## src/rtl/fbq_pkg.sv

```systemverilog
package fbq_pkg;

  // Direction of a queue: receive counts characters held, transmit counts free slots.
  typedef enum logic {
    DIR_RX = 1'b0,
    DIR_TX = 1'b1
  } dir_e;

  // Kind of the interrupt latched by the arbiter; picks what byte_count reports.
  typedef enum logic [1:0] {
    CTX_RX    = 2'b00,
    CTX_TX    = 2'b01,
    CTX_MISC0 = 2'b10,
    CTX_MISC1 = 2'b11
  } ctx_e;

  // Level needed for a bid, scaled from the 8-deep case to any depth.
  function automatic int unsigned threshold_of(input dir_e dir, input logic [1:0] code,
                                               input int unsigned depth);
    int unsigned t;
    if (dir == DIR_RX) begin
      case (code)
        2'd0:    t = 1;
        2'd1:    t = (3 * depth) / 8;
        2'd2:    t = (6 * depth) / 8;
        default: t = depth;
      endcase
    end else begin
      case (code)
        2'd0:    t = depth;
        2'd1:    t = depth / 2;
        2'd2:    t = (3 * depth) / 4;
        default: t = 1;
      endcase
    end
    if (t == 0) t = 1;
    return t;
  endfunction

endpackage

```

## src/rtl/fbq_rst_sync.sv

```systemverilog
module fbq_rst_sync (
  input  logic clk,
  input  logic rst_n,
  output logic rst_sync_n
);

  logic [1:0] stage_q;

  always_ff @(posedge clk or negedge rst_n) begin
    if (!rst_n) begin
      stage_q <= 2'b00;
    end else begin
      stage_q <= {stage_q[0], 1'b1};
    end
  end

  assign rst_sync_n = stage_q[1];

endmodule

```

## src/rtl/fbq_occupancy.sv

```systemverilog
module fbq_occupancy #(
  parameter int unsigned DEPTH = 8,
  localparam int unsigned CW = $clog2(DEPTH + 1)
) (
  input  logic          clk,
  input  logic          rst_n,
  input  logic          push,
  input  logic          pop,
  output logic [CW-1:0] held,
  output logic          overrun
);

  localparam logic [CW-1:0] FULL_CNT = CW'(DEPTH);

  logic [CW-1:0] held_q, held_d;
  logic          ovr_q, ovr_d;
  logic          full, empty, take_push, take_pop, held_en;

  always_comb begin
    full      = (held_q == FULL_CNT);
    empty     = (held_q == '0);
    // A full queue takes a push only when a pop frees a slot in the same cycle.
    take_push = push && (!full || pop);
    // An empty queue has nothing to give back.
    take_pop  = pop && !empty;
    held_en   = take_push ^ take_pop;
    held_d    = held_q;
    if (take_push && !take_pop) begin
      held_d = held_q + CW'(1);
    end else if (take_pop && !take_push) begin
      held_d = held_q - CW'(1);
    end
    ovr_d = push && full && !pop;
  end

  always_ff @(posedge clk or negedge rst_n) begin
    if (!rst_n) begin
      held_q <= '0;
    end else if (held_en) begin
      held_q <= held_d;
    end
  end

  always_ff @(posedge clk or negedge rst_n) begin
    if (!rst_n) begin
      ovr_q <= 1'b0;
    end else begin
      ovr_q <= ovr_d;
    end
  end

  assign held    = held_q;
  assign overrun = ovr_q;

endmodule

```

## src/rtl/fbq_level_decode.sv

```systemverilog
module fbq_level_decode #(
  parameter int unsigned  DEPTH = 8,
  parameter fbq_pkg::dir_e DIR  = fbq_pkg::DIR_RX,
  localparam int unsigned CW = $clog2(DEPTH + 1)
) (
  input  logic [CW-1:0] held,
  input  logic [1:0]    code,
  input  logic          gate,
  output logic [CW-1:0] level,
  output logic          bid
);

  logic [CW-1:0] thr_tab [4];
  logic [CW-1:0] thr;

  for (genvar g = 0; g < 4; g++) begin : g_thr
    assign thr_tab[g] = CW'(fbq_pkg::threshold_of(DIR, 2'(g), DEPTH));
  end

  if (DIR == fbq_pkg::DIR_RX) begin : g_rx_level
    assign level = held;
  end else begin : g_tx_level
    assign level = CW'(DEPTH) - held;
  end

  always_comb begin
    thr = thr_tab[code];
    bid = gate && (level >= thr);
  end

endmodule

```

## src/rtl/fill_bid_qualifier.sv

```systemverilog
module fill_bid_qualifier #(
  parameter int unsigned DEPTH = 8,
  localparam int unsigned CW = $clog2(DEPTH + 1)
) (
  input  logic          clk,
  input  logic          rst_n,
  input  logic          rx_push,
  input  logic          rx_pop,
  input  logic          tx_push,
  input  logic          tx_pop,
  input  logic          rx_code_msb,
  input  logic          rx_code_lsb,
  input  logic [1:0]    tx_code,
  input  logic          tx_enable,
  input  logic [1:0]    ctx_sel,
  output logic          rx_bid_en,
  output logic          tx_bid_en,
  output logic [CW-1:0] byte_count,
  output logic          rx_overrun,
  output logic          tx_overrun
);

  import fbq_pkg::*;

  logic          rst_sync_n;
  logic [CW-1:0] rx_held, tx_held;
  logic [CW-1:0] rx_level, tx_level;
  logic [1:0]    rx_code;
  ctx_e          ctx;

  fbq_rst_sync u_rst (
    .clk       (clk),
    .rst_n     (rst_n),
    .rst_sync_n(rst_sync_n)
  );

  fbq_occupancy #(.DEPTH(DEPTH)) u_rx_occ (
    .clk    (clk),
    .rst_n  (rst_sync_n),
    .push   (rx_push),
    .pop    (rx_pop),
    .held   (rx_held),
    .overrun(rx_overrun)
  );

  fbq_occupancy #(.DEPTH(DEPTH)) u_tx_occ (
    .clk    (clk),
    .rst_n  (rst_sync_n),
    .push   (tx_push),
    .pop    (tx_pop),
    .held   (tx_held),
    .overrun(tx_overrun)
  );

  // Receive code bits come from two separate mode registers.
  assign rx_code = {rx_code_msb, rx_code_lsb};

  fbq_level_decode #(.DEPTH(DEPTH), .DIR(DIR_RX)) u_rx_dec (
    .held (rx_held),
    .code (rx_code),
    .gate (1'b1),
    .level(rx_level),
    .bid  (rx_bid_en)
  );

  fbq_level_decode #(.DEPTH(DEPTH), .DIR(DIR_TX)) u_tx_dec (
    .held (tx_held),
    .code (tx_code),
    .gate (tx_enable),
    .level(tx_level),
    .bid  (tx_bid_en)
  );

  always_comb begin
    ctx = ctx_e'(ctx_sel);
    case (ctx)
      CTX_RX:  byte_count = rx_level;
      CTX_TX:  byte_count = tx_level;
      default: byte_count = '1;
    endcase
  end

endmodule

```

## config.mk

```make
export PLATFORM = sky130hd
export DESIGN_NAME = fill_bid_qualifier
export DESIGN_NICKNAME = d
export VERILOG_FILES = /design/src/rtl/fbq_pkg.sv /design/src/rtl/fbq_rst_sync.sv /design/src/rtl/fbq_occupancy.sv /design/src/rtl/fbq_level_decode.sv /design/src/rtl/fill_bid_qualifier.sv
export SDC_FILE = /design/constraint.sdc
export NUM_CORES = 1
export LEC_CHECK = 0
export ABC_CLOCK_PERIOD_IN_PS = 1470
export BUFFER_PORTS_ARGS = -buffer_cell sky130_fd_sc_hd__buf_2
export CORE_ASPECT_RATIO = 1.5
export CORE_MARGIN = 2
export CORE_UTILIZATION = 46
export DETAILED_ROUTE_END_ITERATION = 12
export PLACE_DENSITY_LB_ADDON = 0.12
export RECOVER_POWER = 25
export REMOVE_ABC_BUFFERS = 1
export SYNTH_ARGS = -nofsm -noshare
export SYNTH_HDL_FRONTEND = slang
export SYNTH_SLANG_ARGS = --single-unit
```

## constraint.sdc

```tcl
create_clock -name clk -period 1.47 [get_ports clk]
set_input_delay 0.0735 -clock clk [delete_from_list [all_inputs] [get_ports clk]]
set_output_delay 0.0735 -clock clk [all_outputs]
set_load 0.02 [all_outputs]
```

==> run metrics <==
status=complete, but fails checks; failing checks=setup timing; Unique masters post-synth=29; vias in the first global route=1003; Max Slew Vio Count=0; Setup crit end kind=register; Yosys reg bits=12; register share of total power=15.6%; cells taking the most area after synthesis=dfrtp_1 (29%), ha_1 (24%), inv_1 (6.6%); Critical Path, Cell by Cell=inv_2 > ha_4 > nand2b_4 > nor3b_2 > nor2b_1 > ha_2 > inv_2 > buf_6 > fa_1 > mux2_2; RSZ-0062 raised after global routing=true; TritonCTS buffer count=3; residual DRC count=0; Post-Syn Area=1030 um^2; HPWL Detailed=1780 um; most frequent cell after synthesis=ha_1; Main synth FF type=dfrtp_1; die area=2630 um^2; # nets final=203; drt first pass iters=4; worst setup margin=-617 ps; Initial Util=47.1%; family with the most delay on the worst path=adder cells; sequential element share of the synthesized area=29.2%; Layout area overhead=68.6%; Psw=0.00152 W; Final Cell Area=1730 um^2; die height=61.9 um; CP peak stage delay=410 ps; top-level I/O count=21; Antenna Nets Post-Route=0; crit path launch=u_tx_occ.held[1]; clock slew at the register clock pins of the worst setup and hold paths=80 ps; Die X=42.6 um; Lkg Pwr=0.849 nW; clk_lat worst skew=280 ps; sequential cell area=302 um^2; CORE AREA=2180 um^2; Synth top cells by count=ha_1 (20), inv_1 (18), dfrtp_1 (12); Rows=21; CTS Sinks=12; Final setup viols=13; Crit path required time=1640 ps; origin of the critical flop-to-flop path=u_tx_occ.held[1]; worst hold path type=input port to register; Cells after Synth=107; most frequent CP cell=inv_2; Hold Violations, Final=0; critical path type=register to register; Sw Ratio=39.5%; total global-route track usage=21.8%; hold_sp=tx_push; Fin Clk Skew=2.15 ps; CTS Root Cell=clkbuf_4; initial DRC count=5; global-route wire length before repair=4220 um; WL final=2540 um; layout cells sized above 1=56.9%; top cell type's share of synthesized area=29.2%; grt ovf=0; Avg Cell Area, Syn=9.60 um^2; routability cong.=0.782; largest net degree at the start of global routing=11; FMAX=0.479 GHz; PwrDens=2220 nW/um^2; Cell Area, Placed=1330 um^2; EDFF count, synth=0; CTS Buffer Depth=2; CP max-delay cell=dfrtp_1; R2R Setup Slk=-620 ps; drt wl/cell=13.4 um; worst path arrival time=2260 ps; # fillers=139; startpoint types=register; Int Power=0.00233 W; Tcrit/Tclk final=142%; total power=0.00385 W; H-tree depth=1; combinational power share=77.4%; Clk network pwr share=7.0%; crit-path max FO=3; fin crit period=2090 ps; footprint of the multi-input gates=845 um^2; diode count=0; Post-synth ARST share=100%; routed vias=956; Yosys warnings=0; initial antenna violation count=0; WP buf/inv=3; IO Port Bufs=20; top cell type by total area after synthesis=dfrtp_1; Max-cap violations=0; Peak supply drop=1220 uV; TritonCTS clock tree=done; Via density=5.03
## power groups by stage
stage | logic [W] | clock network, W | registers, W
after floorplan | 0.00109 | 0 | 0.000638
after global placement | 0.00194 | 0 | 0.000547
after detailed placement | 0.00203 | 0 | 0.000555
after CTS | 0.00263 | 0.000277 | 0.000585
after global routing | 0.00326 | 0.000304 | 0.000613
final | 0.00298 | 0.000271 | 0.000601
## layer usage
metal  track usage, %  up-vias  wire (um)
li1                 -      483          -
met1             21.6      461        874
met2             45.7        8       1600
met3             1.73        4         13
met4             9.82        0         49
met5                0        -          0
## flip-flops by register name (all words and copies together), names as in the netlist
name              count
u_rx_occ.held         4
u_tx_occ.held         4
u_tx_occ.overrun      1
u_rst.stage_q         2
u_rx_occ.overrun      1
## what timing repair did
item                                    4_1_cts  5_1_grt
hold endpoints to repair                      2        0
pin swaps                                    16       11
hold buffers                                  1        0
buffers inserted                             14        8
resized for setup                            45       21
endpoints found under the setup margin       13       14
## area by class of cell
class	instances	area share, %
Clock buffer	4	2.10
Sequential cell	12	17.4
Inverter	18	4.19
Tap cell	23	1.66
Timing Repair Buffer	57	25.9
Multi-Input combinational cell	76	48.8
## worst reg2reg max path, delay by kind of cell, from the launching register on
kind	cells	cell delay (ps)
DFF	1	410
muxes	1	270
and+or+nand+nor	3	310
adders and majority gates	3	730
buffers and inverters	3	260
## per-stage QoR
stage               setup slack [ps]  utilization, %  TNS [ps]  cells  hold slack, ps
floorplan                       -821               -     -3860    106            -222
global placement                -648            60.8     -3720    172            -141
detailed placement              -740            60.8     -4260    172            -141
CTS                             -606            75.8     -4800    189            36.7
global route                    -711            79.4     -5740    190            37.0
finish                          -617            79.4     -4630    190            38.7
## layout by cell type (no fill, tap or decap), types with 4 or more instances in the layout
| cell | n |
|---|---|
| xnor2_1 | 4 |
| nand2_1 | 6 |
| a21oi_1 | 4 |
| inv_2 | 4 |
| inv_1 | 12 |
| ha_4 | 6 |
| o21ai_1 | 6 |
| buf_6 | 15 |
| buf_4 | 26 |
| dfrtp_1 | 11 |
| buf_2 | 14 |
| ha_1 | 13 |
## path summary, 6_finish.rpt
| check | end | cells after the start |
|---|---|---|
| max | u_tx_occ.held[1] | 10 |
| min | u_tx_occ.overrun | 2 |
| max reg2reg | u_tx_occ.held[1] | 10 |
| min reg2reg | u_rx_occ.overrun | 0 |
| max in group asynchronous | u_rx_occ.held[1] | 0 |
| min in group asynchronous | u_rst.stage_q[0] | 2 |
## cell families (layout without fill, tap and decap cells)
family	Yosys count	count (layout)	share of synthesized area [%]
other	1	1	0.365
buffers and inverters	19	79	6.94
adders and majority gates	22	22	28.3
and+or+nand+nor	22	22	12.2
AOI/OAI and AO/OA	18	18	11.1
xor gates and xnor gates	8	8	6.82
muxes	5	5	5.12
DFF	12	12	29.2
No activity file was read; power rests on OpenSTA's default activity.
